### src/rtl/dram_ref_pkg.sv
package dram_ref_pkg;

    // Strobe sequencer states
    typedef enum logic [1:0] {
        SQ_IDLE     = 2'd0,
        SQ_CAS_LEAD = 2'd1,
        SQ_RAS_LOW  = 2'd2,
        SQ_PRECHG   = 2'd3
    } strobe_st_e;

    // Life phases of the sequencer
    typedef enum logic [1:0] {
        PH_WAIT = 2'd0,
        PH_INIT = 2'd1,
        PH_RUN  = 2'd2
    } phase_e;

endpackage

### src/rtl/ref_interval_timer.sv
module ref_interval_timer #(
    parameter int unsigned INTERVAL = 1950
) (
    input  logic clk,
    input  logic rst_n,
    input  logic en,
    output logic tick
);
    localparam int unsigned CW = $clog2(INTERVAL + 1);
    localparam logic [CW-1:0] LAST = CW'(INTERVAL - 1);

    typedef struct packed {
        logic [CW-1:0] cnt;
    } tmr_s;

    tmr_s tmr_d, tmr_q;

    always_comb begin
        tmr_d = tmr_q;
        tick  = 1'b0;
        if (!en) begin
            tmr_d.cnt = '0;
        end else if (tmr_q.cnt == LAST) begin
            tick      = 1'b1;
            tmr_d.cnt = '0;
        end else begin
            tmr_d.cnt = tmr_q.cnt + CW'(1);
        end
    end

    always_ff @(posedge clk or negedge rst_n) begin
        if (!rst_n) tmr_q <= '0;
        else        tmr_q <= tmr_d;
    end

    // the phase counter never runs past the interval
    a_r8_count_bound: assert property (@(posedge clk) disable iff (!rst_n)
        tmr_q.cnt <= LAST);

    // the timer stays at rest while disabled
    a_r8_rest_when_off: assert property (@(posedge clk) disable iff (!rst_n)
        !en |=> tmr_q.cnt <= CW'(1));

endmodule

### src/rtl/ref_debt.sv
module ref_debt #(
    parameter int unsigned DEBT_MAX = 7
) (
    input  logic clk,
    input  logic rst_n,
    input  logic tick,
    input  logic served,
    output logic owed,
    output logic ovf
);
    localparam int unsigned DW = $clog2(DEBT_MAX + 1);
    localparam logic [DW-1:0] CAP = DW'(DEBT_MAX);

    typedef struct packed {
        logic [DW-1:0] debt;
        logic          ovf;
    } debt_s;

    debt_s dbt_d, dbt_q;

    always_comb begin
        dbt_d = dbt_q;
        if (tick && !served) begin
            if (dbt_q.debt == CAP) dbt_d.ovf  = 1'b1;
            else                   dbt_d.debt = dbt_q.debt + DW'(1);
        end else if (!tick && served) begin
            if (dbt_q.debt != '0)  dbt_d.debt = dbt_q.debt - DW'(1);
        end
    end

    always_ff @(posedge clk or negedge rst_n) begin
        if (!rst_n) dbt_q <= '0;
        else        dbt_q <= dbt_d;
    end

    assign owed = (dbt_q.debt != '0);
    assign ovf  = dbt_q.ovf;

    // debt never passes its cap
    a_r9_debt_capped: assert property (@(posedge clk) disable iff (!rst_n)
        dbt_q.debt <= CAP);

    // overflow is sticky
    a_r9_ovf_sticky: assert property (@(posedge clk) disable iff (!rst_n)
        ovf |=> ovf);

    // overflow only appears when the debt was already full
    a_r9_ovf_from_full: assert property (@(posedge clk) disable iff (!rst_n)
        $rose(ovf) |-> $past(dbt_q.debt) == CAP);

endmodule

### src/rtl/ref_strobe_seq.sv
module ref_strobe_seq
    import dram_ref_pkg::*;
#(
    parameter int unsigned T_CSR = 2,
    parameter int unsigned T_RAS = 7,
    parameter int unsigned T_RP  = 4,
    parameter int unsigned ROW_W = 11
) (
    input  logic             clk,
    input  logic             rst_n,
    input  logic             start,
    input  logic             ror_sel,
    output logic             ras_n,
    output logic             cas_n,
    output logic             busy,
    output logic             done,
    output logic [ROW_W-1:0] row
);
    localparam int unsigned TMAX_A = (T_CSR > T_RAS) ? T_CSR : T_RAS;
    localparam int unsigned TMAX   = (TMAX_A > T_RP) ? TMAX_A : T_RP;
    localparam int unsigned CW     = $clog2(TMAX + 1);
    localparam logic [CW-1:0] CSR_LAST = CW'(T_CSR - 1);
    localparam logic [CW-1:0] RAS_LAST = CW'(T_RAS - 1);
    localparam logic [CW-1:0] RP_LAST  = CW'(T_RP - 1);

    typedef struct packed {
        strobe_st_e       st;
        logic [CW-1:0]    cnt;
        logic             ror;
        logic [ROW_W-1:0] row;
    } seq_s;

    seq_s seq_d, seq_q;

    always_comb begin
        seq_d = seq_q;
        done  = 1'b0;
        unique case (seq_q.st)
            SQ_IDLE: begin
                if (start) begin
                    seq_d.ror = ror_sel;
                    seq_d.cnt = '0;
                    seq_d.st  = ror_sel ? SQ_RAS_LOW : SQ_CAS_LEAD;
                end
            end
            SQ_CAS_LEAD: begin
                if (seq_q.cnt == CSR_LAST) begin
                    seq_d.cnt = '0;
                    seq_d.st  = SQ_RAS_LOW;
                end else begin
                    seq_d.cnt = seq_q.cnt + CW'(1);
                end
            end
            SQ_RAS_LOW: begin
                if (seq_q.cnt == RAS_LAST) begin
                    seq_d.cnt = '0;
                    seq_d.st  = SQ_PRECHG;
                end else begin
                    seq_d.cnt = seq_q.cnt + CW'(1);
                end
            end
            SQ_PRECHG: begin
                if (seq_q.cnt == RP_LAST) begin
                    done      = 1'b1;
                    seq_d.cnt = '0;
                    seq_d.st  = SQ_IDLE;
                    if (seq_q.ror) seq_d.row = seq_q.row + ROW_W'(1);
                end else begin
                    seq_d.cnt = seq_q.cnt + CW'(1);
                end
            end
            default: seq_d.st = SQ_IDLE;
        endcase
    end

    always_ff @(posedge clk or negedge rst_n) begin
        if (!rst_n) seq_q <= '0;
        else        seq_q <= seq_d;
    end

    assign busy  = (seq_q.st != SQ_IDLE);
    assign ras_n = (seq_q.st != SQ_RAS_LOW);
    assign cas_n = !((seq_q.st == SQ_CAS_LEAD) ||
                     ((seq_q.st == SQ_RAS_LOW) && !seq_q.ror));
    assign row   = seq_q.row;

    // in a CAS-before-RAS cycle the column strobe is already low when RAS falls
    a_r5_cas_leads_ras: assert property (@(posedge clk) disable iff (!rst_n)
        ($fell(ras_n) && !seq_q.ror) |-> $past(!cas_n));

    // RAS rising is followed by a further precharge clock with both strobes high
    a_r6_precharge_min: assert property (@(posedge clk) disable iff (!rst_n)
        $rose(ras_n) |=> (ras_n && cas_n));

    // a RAS-only cycle never lowers CAS
    a_r7_ror_cas_high: assert property (@(posedge clk) disable iff (!rst_n)
        (busy && seq_q.ror) |-> cas_n);

    // row advances by one after each RAS-only cycle
    a_r7_row_step: assert property (@(posedge clk) disable iff (!rst_n)
        (done && seq_q.ror) |=> row == $past(row) + ROW_W'(1));

    // row is steady while the strobes are active
    a_r7_row_steady: assert property (@(posedge clk) disable iff (!rst_n)
        (busy && $past(busy)) |-> $stable(row));

endmodule

### src/rtl/dram_refresh_seq.sv
module dram_refresh_seq
    import dram_ref_pkg::*;
#(
    parameter int unsigned PWRUP_CYC    = 25000,
    parameter int unsigned INIT_CNT     = 8,
    parameter int unsigned REF_INTERVAL = 1950,
    parameter int unsigned T_CSR        = 2,
    parameter int unsigned T_RAS        = 7,
    parameter int unsigned T_RP         = 4,
    parameter int unsigned DEBT_MAX     = 7,
    parameter int unsigned ROW_W        = 11
) (
    input  logic             clk,
    input  logic             rst_n,
    input  logic             ror_mode,
    input  logic             ref_gnt,
    output logic             ready,
    output logic             ref_req,
    output logic             bus_own,
    output logic             ras_n,
    output logic             cas_n,
    output logic             we_n,
    output logic [ROW_W-1:0] row_addr,
    output logic             debt_ovf
);
    localparam int unsigned WW = $clog2(PWRUP_CYC + 1);
    localparam int unsigned IW = $clog2(INIT_CNT + 1);
    localparam logic [WW-1:0] WAIT_LAST = WW'(PWRUP_CYC - 1);
    localparam logic [IW-1:0] INIT_LOAD = IW'(INIT_CNT);

    typedef struct packed {
        phase_e        phase;
        logic [WW-1:0] wait_cnt;
        logic [IW-1:0] init_left;
    } top_s;

    top_s top_d, top_q;

    logic tick, owed, seq_done, seq_busy, start, served;

    always_comb begin
        top_d = top_q;
        unique case (top_q.phase)
            PH_WAIT: begin
                if (top_q.wait_cnt == WAIT_LAST) top_d.phase    = PH_INIT;
                else                             top_d.wait_cnt = top_q.wait_cnt + WW'(1);
            end
            PH_INIT: begin
                if (seq_done) begin
                    top_d.init_left = top_q.init_left - IW'(1);
                    if (top_q.init_left == IW'(1)) top_d.phase = PH_RUN;
                end
            end
            PH_RUN:  ;
            default: top_d.phase = PH_WAIT;
        endcase
    end

    always_ff @(posedge clk or negedge rst_n) begin
        if (!rst_n) top_q <= '{phase: PH_WAIT, wait_cnt: '0, init_left: INIT_LOAD};
        else        top_q <= top_d;
    end

    assign ready   = (top_q.phase == PH_RUN);
    assign ref_req = (top_q.phase == PH_INIT) || (ready && owed);
    assign start   = ref_req && ref_gnt && !seq_busy;
    assign served  = seq_done && ready;
    assign bus_own = seq_busy;
    assign we_n    = 1'b1;

    ref_interval_timer #(.INTERVAL(REF_INTERVAL)) i_timer (
        .clk   (clk),
        .rst_n (rst_n),
        .en    (ready),
        .tick  (tick)
    );

    ref_debt #(.DEBT_MAX(DEBT_MAX)) i_debt (
        .clk    (clk),
        .rst_n  (rst_n),
        .tick   (tick),
        .served (served),
        .owed   (owed),
        .ovf    (debt_ovf)
    );

    ref_strobe_seq #(
        .T_CSR (T_CSR),
        .T_RAS (T_RAS),
        .T_RP  (T_RP),
        .ROW_W (ROW_W)
    ) i_seq (
        .clk     (clk),
        .rst_n   (rst_n),
        .start   (start),
        .ror_sel (ror_mode),
        .ras_n   (ras_n),
        .cas_n   (cas_n),
        .busy    (seq_busy),
        .done    (seq_done),
        .row     (row_addr)
    );

    // nothing is requested or strobed during the power-up wait
    a_r2_quiet_in_wait: assert property (@(posedge clk) disable iff (!rst_n)
        (top_q.phase == PH_WAIT) |-> (ras_n && cas_n && !ref_req));

    // ready never drops once raised
    a_r3_ready_holds: assert property (@(posedge clk) disable iff (!rst_n)
        ready |=> ready);

    // ready rises only at the end of a refresh cycle
    a_r3_ready_after_cycle: assert property (@(posedge clk) disable iff (!rst_n)
        $rose(ready) |-> $past(seq_done));

    // an ungranted request is held
    a_r4_req_held: assert property (@(posedge clk) disable iff (!rst_n)
        (ref_req && !bus_own && !ref_gnt) |=> ref_req);

    // the bus is only taken after a grant of a pending request
    a_r4_take_on_grant: assert property (@(posedge clk) disable iff (!rst_n)
        $rose(bus_own) |-> $past(ref_gnt && ref_req));

endmodule

### config.mk
export PLATFORM = sky130hd
export DESIGN_NAME = dram_refresh_seq
export DESIGN_NICKNAME = d
export VERILOG_FILES = /design/src/rtl/dram_ref_pkg.sv /design/src/rtl/ref_interval_timer.sv /design/src/rtl/ref_debt.sv /design/src/rtl/ref_strobe_seq.sv /design/src/rtl/dram_refresh_seq.sv
export SDC_FILE = /design/constraint.sdc
export NUM_CORES = 1
export LEC_CHECK = 0
export ABC_AREA = 1
export BUFFER_PORTS_ARGS = -buffer_cell sky130_fd_sc_hd__buf_2
export CAP_MARGIN = 20
export CORE_UTILIZATION = 30
export DETAILED_ROUTE_END_ITERATION = 16
export PLACE_DENSITY_LB_ADDON = 0.08
export SYNTH_ARGS = -nofsm -noshare
export SYNTH_HDL_FRONTEND = slang
export SYNTH_SLANG_ARGS = --single-unit
### constraint.sdc
create_clock -name clk -period 4.2 [get_ports clk]
set_clock_uncertainty 0.1 [all_clocks]
set_input_delay 0.63 -clock clk [delete_from_list [all_inputs] [get_ports clk]]
set_output_delay 0.63 -clock clk [all_outputs]
set_load 0.02 [all_outputs]
* After elaboration in Yosys (flattened, before gate mapping)
Cells that the tools add are included.
** Operators by class
- Reductions and logical operators :: 28
- Muxes and demuxes :: 23
- Equality and inequality tests :: 21
- $add $sub $neg :: 7
- Bitwise operators :: 2
** Operators by type and width (number)
- adder 11 x 1 -> 11 bit (second input constant) :: 2
- 2-to-1 mux 11 bit :: 2
- 2-to-1 mux 3 bit :: 7
- one-hot mux 5 bit (4 select lines) :: 1
- adder 15 x 1 -> 15 bit (second input constant) :: 1
- == test 15 bit (second input constant) :: 1
- 2-to-1 mux 2 bit :: 7
- == test 11 bit (second input constant) :: 1
- inequality test 2 bit (second input constant) :: 5
- inequality test 2 x 1 -> 1 bit (second input constant) :: 4
- AND reduction 2 bit :: 4
- AND reduction 4 bit :: 2
- logical AND 1 bit :: 7
- adder 3 x 1 -> 3 bit (second input constant) :: 2
- == test 2 bit (second input constant) :: 3
- == test 3 bit (second input constant) :: 2
- 2-to-1 mux 6 bit :: 1
- one-hot mux 2 bit (3 select lines) :: 1
- AND reduction 3 bit :: 2
- nonzero test 2 bit :: 3
- logical NOT 1 bit :: 5
- == test 2 x 1 -> 1 bit (second input constant) :: 2
- == test 4 x 1 -> 1 bit (second input constant) :: 1
- logical NOT 2 bit :: 2
- other kinds (8) :: 13
** Word-level totals
- Bits of input ports :: 4
- Flip-flop bits (word level) :: 53
- Output and inout bits :: 18

* Depth between registers and ports, before layout
Gate-level depths: netlist of the first run.
- Depth in word-level cells :: 8
- Depth in mapped cells :: 11
- Gate-level depth less buffers :: 11

* Cells and area by module
A second synthesis of the first run with hierarchy kept.
** Unflattened totals
- Cells, all modules :: 439
- Area, all modules :: 3319.4 um^2
** Modules (own cells, without submodules)
- dram_refresh_seq :: seq. area each 526.8 um^2, area each 1325.0 um^2, times used 1, cells an instance 187
- ref_strobe_seq :: seq. area each 425.4 um^2, area each 1142.3 um^2, times used 1, cells an instance 146
- ref_interval_timer :: seq. area each 275.3 um^2, area each 588.1 um^2, times used 1, cells an instance 73
- ref_debt :: seq. area each 100.1 um^2, area each 264.0 um^2, times used 1, cells an instance 33

* Least setup slack after synthesis of the first run
OpenSTA, ideal clock, no wires.
- Kind :: register to register
- Start point :: register i_seq.seq_q[12] (netlist bit)
- End point :: register i_debt.dbt_q[3] (netlist bit)
- Required time :: 3.961 ns
- Arrival time :: 1.890 ns
- Clock period less this slack :: 2.129 ns
- Setup time :: 0.139 ns
- Stages on the path, launching flop included :: 12
- Path slack :: 2.071 ns
- Path through :: dfrtp_1 ha_1 ha_1 nand2_2 inv_1 nand2_1 ha_1 inv_1 fa_1 xor2_1 inv_1 o21ai_0
** Between the ends
- Longest elaborated chain between the ends :: 8
- Elaborated cells on any way between the ends :: 12
- Those cells by class :: eq/ne (2); mux (3); reduce/logical (7)
** Ends and longest elaborated chain
- start, declared :: RTL line ref_strobe_seq.sv:33 : seq_s seq_d, seq_q;
- start signal, assigned :: RTL line ref_strobe_seq.sv:78 : else seq_q <= seq_d;
- == test 3 x 2 -> 1 bit (*) :: RTL line ref_strobe_seq.sv:63 : if (seq_q.cnt == RP_LAST) begin
- 2-to-1 mux 1 bit (*) :: RTL line ref_strobe_seq.sv:63
- 2-to-1 mux 1 bit (*) :: RTL line ref_strobe_seq.sv:38 : unique case (seq_q.st)
- logical AND 1 bit (*) :: RTL line dram_refresh_seq.sv:67 : assign served = seq_done && ready;
- logical NOT 1 bit :: RTL line ref_debt.sv:23 : if (tick && !served) begin
- logical AND 1 bit :: RTL line ref_debt.sv:23
- inequality test 2 bit (no source line) or nonzero test 2 bit (tied branches)
- AND reduction 3 bit (no source line)
- end signal, assigned :: RTL line ref_debt.sv:33 : else dbt_q <= dbt_d;
- end, declared :: RTL line ref_debt.sv:19 : debt_s dbt_d, dbt_q;
Every way passes the cells marked *; elsewhere a longest branch is shown, timed or not.
A chain may end at the register's enable or synchronous reset.

* Worst setup path in the final report of the first run
Same ends and word-level chain as after synthesis.

==> run summary, run 1 <==
layout cells sized above 1: 10.60%
postcts setup bufs: 0
Antenna Cells: 0
drt total wl: 6139 um
initial antenna violation count: 0
r2r endpoint: i_debt.dbt_q[3]$_DFFE_PN0P_
GPL Wtd Cong: 0.7836
Clock Latency Late Sink: 0.31 ns
Die Area: 10,950 sq um
DR WL/cell: 11.14 um
CP max FO: 4
Final Util: 33.20%
area of the multi-input gates: 1496 sq um
DRT iter0 DRCs: 78
Max Buffers Root-to-Sink: 2
Syn Area/Cell: 7.901 sq um
reg-to-reg startpoint: i_seq.seq_q[12]$_DFFE_PN0P_
IO Pins: 22
# clock sinks: 53
Yosys top cell area share: 41.17%
Via density: 4.281
Seq cells post-synth: 53
Crit-path slowest cell: dfrtp_1
CP max stage delay: 0.41 ns
Initial Utilization: 30.75%
H-Tree Depth: 2
post-route insts no fill: 551
Post-synth EDFFs: 0
ys flop type: dfrtp_1
CTS tree: built
DP Area: 3326 sq um
status: finished, final reports clean
WP buf/inv: 3
Crit. End Element: flop
post-synth top area cell: dfrtp_1
Die W: 104.6 um
top post-synthesis cells by area: dfrtp_1 41%, nand2_1 14%, inv_1 6.8%
Pwr Density: 239.6 nW/um^2
Root Buffer Master: clkbuf_8
worst path required time: 4.33 ns
Worst Hold Class: in2async
Gate Count Post-Synth: 400
GRT overflow: 0
synth cell count leaders: 118 x nand2_1, 57 x inv_1, 52 x dfrtp_1
fmax: 0.4360 GHz
leakage: 1.644 nW
sequential fraction of the synthesis area: 42.00%
Num CTS Buffers: 5
Die H: 104.6 um
# resized after CTS: 0
via count: 2,359
Core Region: 10,280 sq um
VDD IR-drop max: 0.1196 mV
Reg clk slew, reported paths: 0.10 ns
Max-Cap Viols: 0
fin nets: 435
placed cells: 543
FFs w/ async S/R, synth: 100.0%
Fill cells: 1,146
Synth-to-Final Area Change: 7.957%
FF-to-FF setup slack: 1.91 ns
Reg area: 1328 sq um
synth unique cells: 27
DRC viols: 0
Final Max Slew Viols: 0
CP delay by family, top: adder cells
first-pass GRT wire length: 11,070 um
crit start category: flop
kind of critical path: reg2reg
antenna viol nets, final: 0
crit share post-route: 54.62%
Cell Rows: 37
vias in the first global route: 2,362
Syn Nets: 421
# port buffers: 20
minimum clock period: 2.294 ns
Netlist Area Pre-Place: 3161 sq um
Initial DRT Pass Iterations: 4
Reg2Reg Depth: 11
Finish-stage setup viols: 0
largest net degree at the start of global routing: 35
cell area after layout: 3412 sq um
Hold Violations, Final: 0
setup_tns: 0 ns
hold_buf cts: 0
gr usage total: 12.40%
critical path cell sequence: ha_1 > ha_1 > nand2_2 > inv_1 > nand2_1 > ha_1 > inv_1 > fa_1 > xor2_1 > inv_1 > o21ai_0
top-count cell post-synth: nand2_1
Post-DP HPWL: 4528 um
Synth Warn #: 0
RSZ-0062 raised after global routing: false
CP arrival: 2.42 ns
[worst reg2reg max path: stages (launching register included)]
cell and delay [ns]:
dfrtp_1 0.41, ha_1 0.22, ha_1 0.20, nand2_2 0.11, inv_1 0.09, nand2_1 0.07, ha_1 0.22, inv_1 0.07
fa_1 0.37, xor2_1 0.17, inv_1 0.05, o21ai_0 0.13
[per-stage QoR]
step | hold slack (ns) | power, mW | setup slack (ns)
after detailed placement | 0.3546 | 0.5349 | 1.905
after floorplan | 0.2344 | 0.5218 | 2.071
after global placement | 0.3504 | 0.5348 | 1.984
after CTS | 0.1819 | 0.8400 | 1.873
after global routing | 0.1992 | 0.8565 | 1.745
final | 0.1651 | 0.8174 | 1.906
[registers in the layout (all words and copies together) (netlist names)]
signal / flops
i_debt.dbt_q: 3
i_seq.row: 11
i_timer.tmr_q: 11
top_q: 21
i_seq.seq_q: 6
i_debt.ovf: 1
[layer usage]
layer | share of wire, % | track usage, % | wire length [um]
met1 | 52 | 16.68 | 3214
met2 | 45 | 20.58 | 2749
met3 | 2.0 | 2.246 | 125
met4 | 0.81 | 3.018 | 50
met5 | 0 | 0 | 0
[report_power, final]
part | switching, mW | internal (mW) | leakage (nW) | total, mW
Sequential | 0 | 0.510 | 0.723 | 0.510
Clock | 0.178 | 0.116 | 0.0439 | 0.294
Combinational | 0.0117 | 0.00166 | 0.878 | 0.0134
[cell usage in the layout (no fill, tap or decap), types with 2 or more instances in the layout]
master / synthesis / layout
a21oi_1: 4 / 4
buf_2: 0 / 20
clkbuf_8: 0 / 5
clkinv_2: 0 / 2
dfrtp_1: 52 / 52
ha_1: 16 / 16
inv_1: 57 / 57
nand2_1: 118 / 118
nand2_2: 3 / 3
nand2_4: 2 / 2
nand3_1: 20 / 20
nand4_1: 15 / 15
nor2_1: 31 / 31
nor2_2: 3 / 3
nor2_4: 3 / 3
nor3_1: 8 / 8
o21ai_0: 16 / 16
xnor2_1: 8 / 8
xor2_1: 21 / 21
[worst max-delay path by stage]
stage / from / to / slack (ns) / cells after the start
4_1_cts: i_seq.seq_q[12]$_DFFE_PN0P_ / i_debt.dbt_q[3]$_DFFE_PN0P_ / 1.87 / 11
5_1_grt: i_timer.tmr_q[6]$_DFF_PN0_ / i_debt.dbt_q[3]$_DFFE_PN0P_ / 1.74 / 11
6_report: i_seq.seq_q[12]$_DFFE_PN0P_ / i_debt.dbt_q[3]$_DFFE_PN0P_ / 1.91 / 11
2_1_floorplan: i_seq.seq_q[12]$_DFFE_PN0P_ / i_debt.dbt_q[3]$_DFFE_PN0P_ / 2.07 / 11
3_5_place_dp: i_seq.seq_q[12]$_DFFE_PN0P_ / i_debt.dbt_q[3]$_DFFE_PN0P_ / 1.90 / 11
3_3_place_gp: i_seq.seq_q[12]$_DFFE_PN0P_ / i_debt.dbt_q[3]$_DFFE_PN0P_ / 1.98 / 11
[cell families (layout without fill, tap and decap cells)]
group	count (synthesis)	in the layout	synth area share (%)
buf+inv	73	88	10.65
xor+xnor	29	29	8.037
fa+ha+maj	17	17	6.967
compound gates	23	23	3.840
simple gates	204	204	28.38
other cells	1	1	0.1187
flops	53	53	42.00
[layout make-up]
type                    count  share of cell area (%)
clock buffers               5                   2.017
well taps                 136                   4.987
clock inverters             3                  0.5134
repair buffers             21                   3.154
inverters                  59                   6.564
flip-flops and latches     53                   38.91
multi-input cells         274                   43.86
Note: power is estimated with default switching activity, not from simulation.
==> run 2, diff against run 1 <==
==> constraint.sdc (replaced) <==
create_clock -name clk -period 1.91 [get_ports clk]
set_clock_uncertainty 0.1 [all_clocks]
set_input_delay 0.2865 -clock clk [delete_from_list [all_inputs] [get_ports clk]]
set_output_delay 0.2865 -clock clk [all_outputs]
set_load 0.02 [all_outputs]
==> run 2 against run 1 <==
  * The flow now finishes with violations (negative setup slack)
  * Sequential cell count unchanged
  * Cell area up 8.6%
  * Critical path depth down 1
  * Combinational power rose to 2.6 times the previous value
  * Register-to-register slack worse by 2.0 ns
  * Sequential share of layout area down 3.1 points
  * Non-clock buffer count up 28
  * Critical path type unchanged
==> run summary, run 2 (synthesis gave the netlist of run 1 again) <==
CP max FO: 2 (was 4)
post-route insts no fill: 579 (was 551)
Root Buffer Master: clkbuf_8 (unchanged)
Sequential Power Share: 57.5% (was 62.4%)
Num CTS Buffers: 5 (unchanged)
Post-DP HPWL: 4684 um (was 4528 um)
hold slack final: 0.1731 ns (was 0.1651 ns)
largest reg by FF count: top_q (unchanged)
leakage: 1.808 nW (was 1.644 nW)
GPL Wtd Cong: 0.7749 (was 0.7836)
worst path required time: 2.05 ns (was 4.33 ns)
Pwr Density: 526.2 nW/um^2 (was 239.6 nW/um^2)
metal3 WL: 182 um (was 125 um)
Power Internal: 1.523 mW (was 0.6274 mW)
DRT iter0 DRCs: 87 (was 78)
DR WL/cell: 10.91 um (was 11.14 um)
Finish-stage setup viols: 3 (was 0)
P_sw: 0.4260 mW (was 0.1900 mW)
setup_tns: -0.1104 ns (was 0 ns)
Core Region: 10,280 sq um (unchanged)
Via density: 4.283 (was 4.281)
RSZ-0062 raised after global routing: true (was false)
initial antenna violation count: 0 (unchanged)
# clock sinks: 53 (unchanged)
drt total wl: 6318 um (was 6139 um)
Hold Violations, Final: 0 (unchanged)
largest net degree at the start of global routing: 54 (was 35)
Max Used Layer: met4 (unchanged)
H-Tree Depth: 2 (unchanged)
Die W: 104.6 um (unchanged)
met1 wire length: 3309 um (was 3214 um)
minimum clock period: 1.983 ns (was 2.294 ns)
Initial DRT Pass Iterations: 4 (unchanged)
IO Pins: 22 (unchanged)
GRT overflow: 0 (unchanged)
most frequent cells in the layout: 117 x nand2_1, 52 x inv_1, 52 x dfrtp_1 (was 118 x nand2_1, 57 x inv_1, 52 x dfrtp_1)
critical path cell sequence: ha_2 > ha_4 > nand2_4 > inv_2 > nand2_1 > ha_2 > inv_2 > fa_2 > inv_2 > o21ai_2 (was ha_1 > ha_1 > nand2_2 > inv_1 > nand2_1 > ha_1 > inv_1 > fa_1 > xor2_1 > inv_1 > o21ai_0)
max reg flops: 21 (unchanged)
placed cells: 567 (was 543)
gr usage total: 13.05% (was 12.40%)
Worst Hold Class: in2reg (was in2async)
VDD IR-drop max: 0.2670 mV (was 0.1196 mV)
Clock power frac: 40.7% (was 36.0%)
Max Buffers Root-to-Sink: 2 (unchanged)
Crit. End Element: flop (unchanged)
failing checks: negative setup slack
Max-Cap Viols: 0 (unchanged)
Antenna Cells: 0 (unchanged)
first-pass GRT wire length: 11,700 um (was 11,070 um)
antenna viol nets, final: 0 (unchanged)
Initial Utilization: 30.75% (unchanged)
vias in the first global route: 2,544 (was 2,362)
layout cells sized above 1: 19.19% (was 10.60%)
CP max stage delay: 0.52 ns (was 0.41 ns)
# port buffers: 20 (unchanged)
status: complete, but fails checks (was finished, final reports clean)
via count: 2,480 (was 2,359)
cell area after layout: 3705 sq um (was 3412 sq um)
Final Max Slew Viols: 0 (unchanged)
Most common cell on crit path: inv_2
fin nets: 463 (was 435)
fmax: 0.5042 GHz (was 0.4360 GHz)
Reg clk slew, reported paths: 0.10 ns (about the same)
Crit-path slowest cell: fa_2 (was dfrtp_1)
Die H: 104.6 um (unchanged)
Cell Rows: 37 (unchanged)
commonest non-fill, non-tap cell in the layout: nand2_1 (unchanged)
crit share post-route: 103.8% (was 54.62%)
Die Area: 10,950 sq um (unchanged)
crit start category: flop (unchanged)
CTS tree: built (unchanged)
met2 wire length: 2788 um (was 2749 um)
DP Area: 3543 sq um (was 3326 sq um)
final setup margin: -0.07334 ns (was 1.906 ns)
Fill cells: 1,098 (was 1,146)
DRC viols: 0 (unchanged)
Synth-to-Final Area Change: 17.22% (was 7.957%)
switching fraction of total power: 21.85% (was 23.24%)
kind of critical path: reg2reg (unchanged)
CP arrival: 2.13 ns (was 2.42 ns)
Combinational Power Share: 1.8% (was 1.6%)
Clock Latency Late Sink: 0.31 ns (about the same)
run 2: cell types whose count changed in the layout (fill, tap and decap cells not counted), sizes merged:
cell	previous run	this run
buf	21	48
bufinv	0	1
clkinv	2	1
clkinvlp	1	0
dlygate4sd3	0	1
inv	59	60
run 2: critical path: cells and delay by family, from the launching register on:
| family | cells | cell delay (ns) |
|---|---|---|
| buffers and inverters | 3 | 0.12 |
| AND/OR/NAND/NOR | 2 | 0.11 |
| flip-flops | 1 | 0.40 |
| AO/OA/AOI/OAI | 1 | 0.12 |
| adder cells (fa/ha/maj) | 4 | 1.08 |
run 2: through the flow:
stage / util [%] / total power [mW] / setup WS (ns)
global placement: 34.48 / 1.179 / -0.02651
CTS: 35.94 / 2.001 / -0.06484
finish: 36.05 / 1.949 / -0.07334
detailed placement: 34.48 / 1.180 / -0.06736
floorplan: - / 1.147 / -0.05781
global route: 36.05 / 2.039 / -0.2027
run 2: final cells by class:
type	count	area [sq um]	area share, %
clock buffer	5	68.82	1.857
clock inverter	3	43.79	1.182
inverter	59	224.0	6.045
multi-input combinational	274	1538	41.51
sequential	53	1328	35.83
tap	136	170.2	4.593
timing repair buffer	49	332.8	8.983
run 2: path summary, 6_finish.rpt:
check | start | to | slack, ns | cells after the start
setup / recovery | i_seq.seq_q[13]$_DFFE_PN0P_ | i_debt.dbt_q[2]$_DFFE_PN0P_ | -0.07 | 10
hold / removal | ror_mode | i_seq.seq_q[11]$_DFFE_PN0P_ | 0.17 | 3
setup reg to reg | i_seq.seq_q[13]$_DFFE_PN0P_ | i_debt.dbt_q[2]$_DFFE_PN0P_ | -0.07 | 10
hold reg to reg | i_debt.ovf$_DFFE_PN0P_ | i_debt.ovf$_DFFE_PN0P_ | 0.38 | 2
max in group asynchronous | rst_n | top_q[3]$_DFFE_PN1P_ | 1.02 | 3
min in group asynchronous | rst_n | top_q[6]$_DFFE_PN0P_ | 0.39 | 3
run 2: power by group through the flow:
| stage | Clock, mW | Sequential, mW | Combinational [mW] |
|---|---|---|---|
| 2_1_floorplan | 0 | 1.14 | 0.00367 |
| 3_3_place_gp | 0 | 1.14 | 0.0361 |
| 3_5_place_dp | 0 | 1.14 | 0.0366 |
| 6_report | 0.793 | 1.12 | 0.0349 |
| 5_1_grt | 0.876 | 1.12 | 0.0415 |
| 4_1_cts | 0.841 | 1.12 | 0.0383 |
run 2: repair_timing:
item	CTS	global route
hold endpoints to repair	52	0
hold buffers	1	0
pin swaps	7	5
endpoints found under the setup margin	3	5
resized for setup	1	8
buffers inserted	3	0
run 2: layer usage:
layer / vias to the layer above / GRT usage [%]
met5: - / 0
met4: 0 / 3.018
met3: 2 / 2.246
met2: 31 / 21.43
met1: 1131 / 17.88
li1: 1316 / -
==> run 3, diff against run 2 <==
--- a/config.mk
+++ b/config.mk
@@ -8,6 +8,7 @@
 export ABC_AREA = 1
 export BUFFER_PORTS_ARGS = -buffer_cell sky130_fd_sc_hd__buf_2
 export CAP_MARGIN = 20
+export CORE_ASPECT_RATIO = 2
 export CORE_UTILIZATION = 30
 export DETAILED_ROUTE_END_ITERATION = 16
 export PLACE_DENSITY_LB_ADDON = 0.08
==> run 3 against run 2 <==
  * The run still ends with negative setup slack left
  * Core utilization rose by 1.5 points
  * Sequential cell count did not move
  * Cell area rose by 2.9%
  * Via count rose by 3.9%
==> run summary, run 3 (synthesis gave the netlist of run 1 again) <==
GRT overflow: 0 (unchanged)
Antenna Cells: 0 (unchanged)
met1 wire length: 2598 um (was 3309 um)
DRC viols: 0 (unchanged)
# clock sinks: 53 (unchanged)
CP max stage delay: 0.51 ns (was 0.52 ns)
Max Used Layer: met4 (unchanged)
H-Tree Depth: 2 (unchanged)
Reg clk slew, reported paths: 0.07 ns (was 0.10 ns)
Clock power frac: 48.1% (was 40.7%)
crit start category: flop (unchanged)
max reg flops: 21 (unchanged)
CP arrival: 2.05 ns (was 2.13 ns)
drt total wl: 7073 um (was 6318 um)
met2 wire length: 4242 um (was 2788 um)
VDD IR-drop max: 0.3841 mV (was 0.2670 mV)
most frequent cells in the layout: 118 x nand2_1, 54 x inv_1, 52 x dfrtp_1 (was 117 x nand2_1, 52 x inv_1, 52 x dfrtp_1)
hold slack final: 0.2107 ns (was 0.1731 ns)
CTS tree: built (unchanged)
GPL Wtd Cong: 0.8010 (was 0.7749)
vias in the first global route: 2,613 (was 2,544)
gr usage total: 14.50% (was 13.05%)
DRT iter0 DRCs: 116 (was 87)
Clock Latency Late Sink: 0.29 ns (was 0.31 ns)
leakage: 1.868 nW (was 1.808 nW)
Hold Violations, Final: 0 (unchanged)
Post-DP HPWL: 5428 um (was 4684 um)
largest net degree at the start of global routing: 54 (unchanged)
Crit-path slowest cell: fa_2 (unchanged)
placed cells: 572 (was 567)
Core Region: 10,150 sq um (was 10,280 sq um)
Initial DRT Pass Iterations: 4 (unchanged)
metal3 WL: 86 um (was 182 um)
fin nets: 470 (was 463)
final setup margin: -0.02528 ns (was -0.07334 ns)
commonest non-fill, non-tap cell in the layout: nand2_1 (unchanged)
switching fraction of total power: 19.79% (was 21.85%)
Root Buffer Master: clkbuf_16 (was clkbuf_8)
Via density: 4.403 (was 4.283)
via count: 2,576 (was 2,480)
Initial Utilization: 31.14% (was 30.75%)
initial antenna violation count: 0 (unchanged)
worst path required time: 2.03 ns (was 2.05 ns)
antenna viol nets, final: 0 (unchanged)
failing checks: negative setup slack (unchanged)
Max-Cap Viols: 0 (unchanged)
kind of critical path: reg2reg (unchanged)
Num CTS Buffers: 5 (unchanged)
Power Internal: 1.786 mW (was 1.523 mW)
Die W: 74.58 um (was 104.6 um)
Max Buffers Root-to-Sink: 2 (unchanged)
Die H: 147.2 um (was 104.6 um)
layout cells sized above 1: 19.78% (was 19.19%)
largest reg by FF count: top_q (unchanged)
minimum clock period: 1.935 ns (was 1.983 ns)
Pwr Density: 583.8 nW/um^2 (was 526.2 nW/um^2)
Final Max Slew Viols: 0 (unchanged)
CP max FO: 2 (unchanged)
Die Area: 10,970 sq um (was 10,950 sq um)
# port buffers: 20 (unchanged)
DR WL/cell: 12.09 um (was 10.91 um)
crit share post-route: 101.3% (was 103.8%)
first-pass GRT wire length: 11,990 um (was 11,700 um)
Finish-stage setup viols: 1 (was 3)
Combinational Power Share: 1.6% (was 1.8%)
setup_tns: -0.02528 ns (was -0.1104 ns)
Crit. End Element: flop (unchanged)
Sequential Power Share: 50.4% (was 57.5%)
fmax: 0.5167 GHz (was 0.5042 GHz)
post-route insts no fill: 585 (was 579)
IO Pins: 22 (unchanged)
P_sw: 0.4406 mW (was 0.4260 mW)
status: complete, but fails checks (unchanged)
RSZ-0062 raised after global routing: true (unchanged)
Cell Rows: 52 (was 37)
Worst Hold Class: in2reg (unchanged)
critical path cell sequence: ha_2 > ha_4 > nand2_4 > inv_2 > nand2_1 > ha_2 > inv_2 > fa_2 > inv_1 > o21ai_1 (was ha_2 > ha_4 > nand2_4 > inv_2 > nand2_1 > ha_2 > inv_2 > fa_2 > inv_2 > o21ai_2)
Synth-to-Final Area Change: 20.67% (was 17.22%)
[run 3: changes by cell type in the layout (fill, tap and decap cells not counted), moves of 2 or more]
cell,previous run,this run
buf_4,27,34
clkbuf_16,0,5
clkbuf_8,5,1
inv_1,52,54
inv_2,6,4
[run 3: what timing repair did]
action | 4_1_cts | 5_1_grt
gates resized for setup | 1 | 6
endpoints found under the setup margin | 3 | 9
hold buffers | 1 | 0
endpoints found under the hold margin | 52 | 0
buffers inserted | 4 | 0
pin swaps | 4 | 0
[run 3: power groups by stage]
stage,Combinational (mW),Clock (mW),Sequential (mW)
final,0.0347,1.07,1.12
after global routing,0.0418,1.17,1.12
after CTS,0.0384,1.12,1.12
after detailed placement,0.0367,0,1.14
after global placement,0.0360,0,1.14
after floorplan,0.00367,0,1.14
[run 3: layout make-up]
type	instances	area, sq um
clock buffers	7	142.6
clock inverters	1	30.03
fillers	1075	6336
inverters	59	224.0
multi-input cells	274	1535
flip-flops and latches	53	1328
well taps	135	168.9
repair buffers	56	385.4
[run 3: worst paths after layout]
check,end,depth (start not counted),slack [ns],startpoint
max,i_debt.dbt_q[2]$_DFFE_PN0P_,10,-0.03,i_seq.seq_q[12]$_DFFE_PN0P_
min,i_seq.seq_q[11]$_DFFE_PN0P_,3,0.21,ror_mode
max reg2reg,i_debt.dbt_q[2]$_DFFE_PN0P_,10,-0.03,i_seq.seq_q[12]$_DFFE_PN0P_
min reg2reg,i_debt.ovf$_DFFE_PN0P_,2,0.37,i_debt.ovf$_DFFE_PN0P_
max in group asynchronous,top_q[3]$_DFFE_PN1P_,3,0.98,rst_n
min in group asynchronous,top_q[16]$_DFFE_PN0P_,3,0.43,rst_n
[run 3: through the flow]
stage / cell area [sq um] / worst slack, ns / power [mW] / utilization (%)
after floorplan: 3186 / -0.05781 / 1.147 / -
after global placement: 3587 / -0.01400 / 1.179 / 35.34
after detailed placement: 3587 / -0.06282 / 1.180 / 35.34
after CTS: 3800 / -0.04867 / 2.278 / 37.44
after global routing: 3814 / -0.1041 / 2.329 / 37.57
final: 3814 / -0.02528 / 2.226 / 37.57
[run 3: layer usage]
layer	up-vias	global-route usage, %
met4	0	5.566
met3	9	1.852
li1	1330	-
met1	1212	14.08
met2	25	28.78
met5	-	0
[run 3: critical path: cells and delay by family (launching register included)]
family,cells,cell delay [ns]
flops,1,0.39
compound gates,1,0.10
buf+inv,3,0.11
fa+ha+maj,4,1.07
simple gates,2,0.11
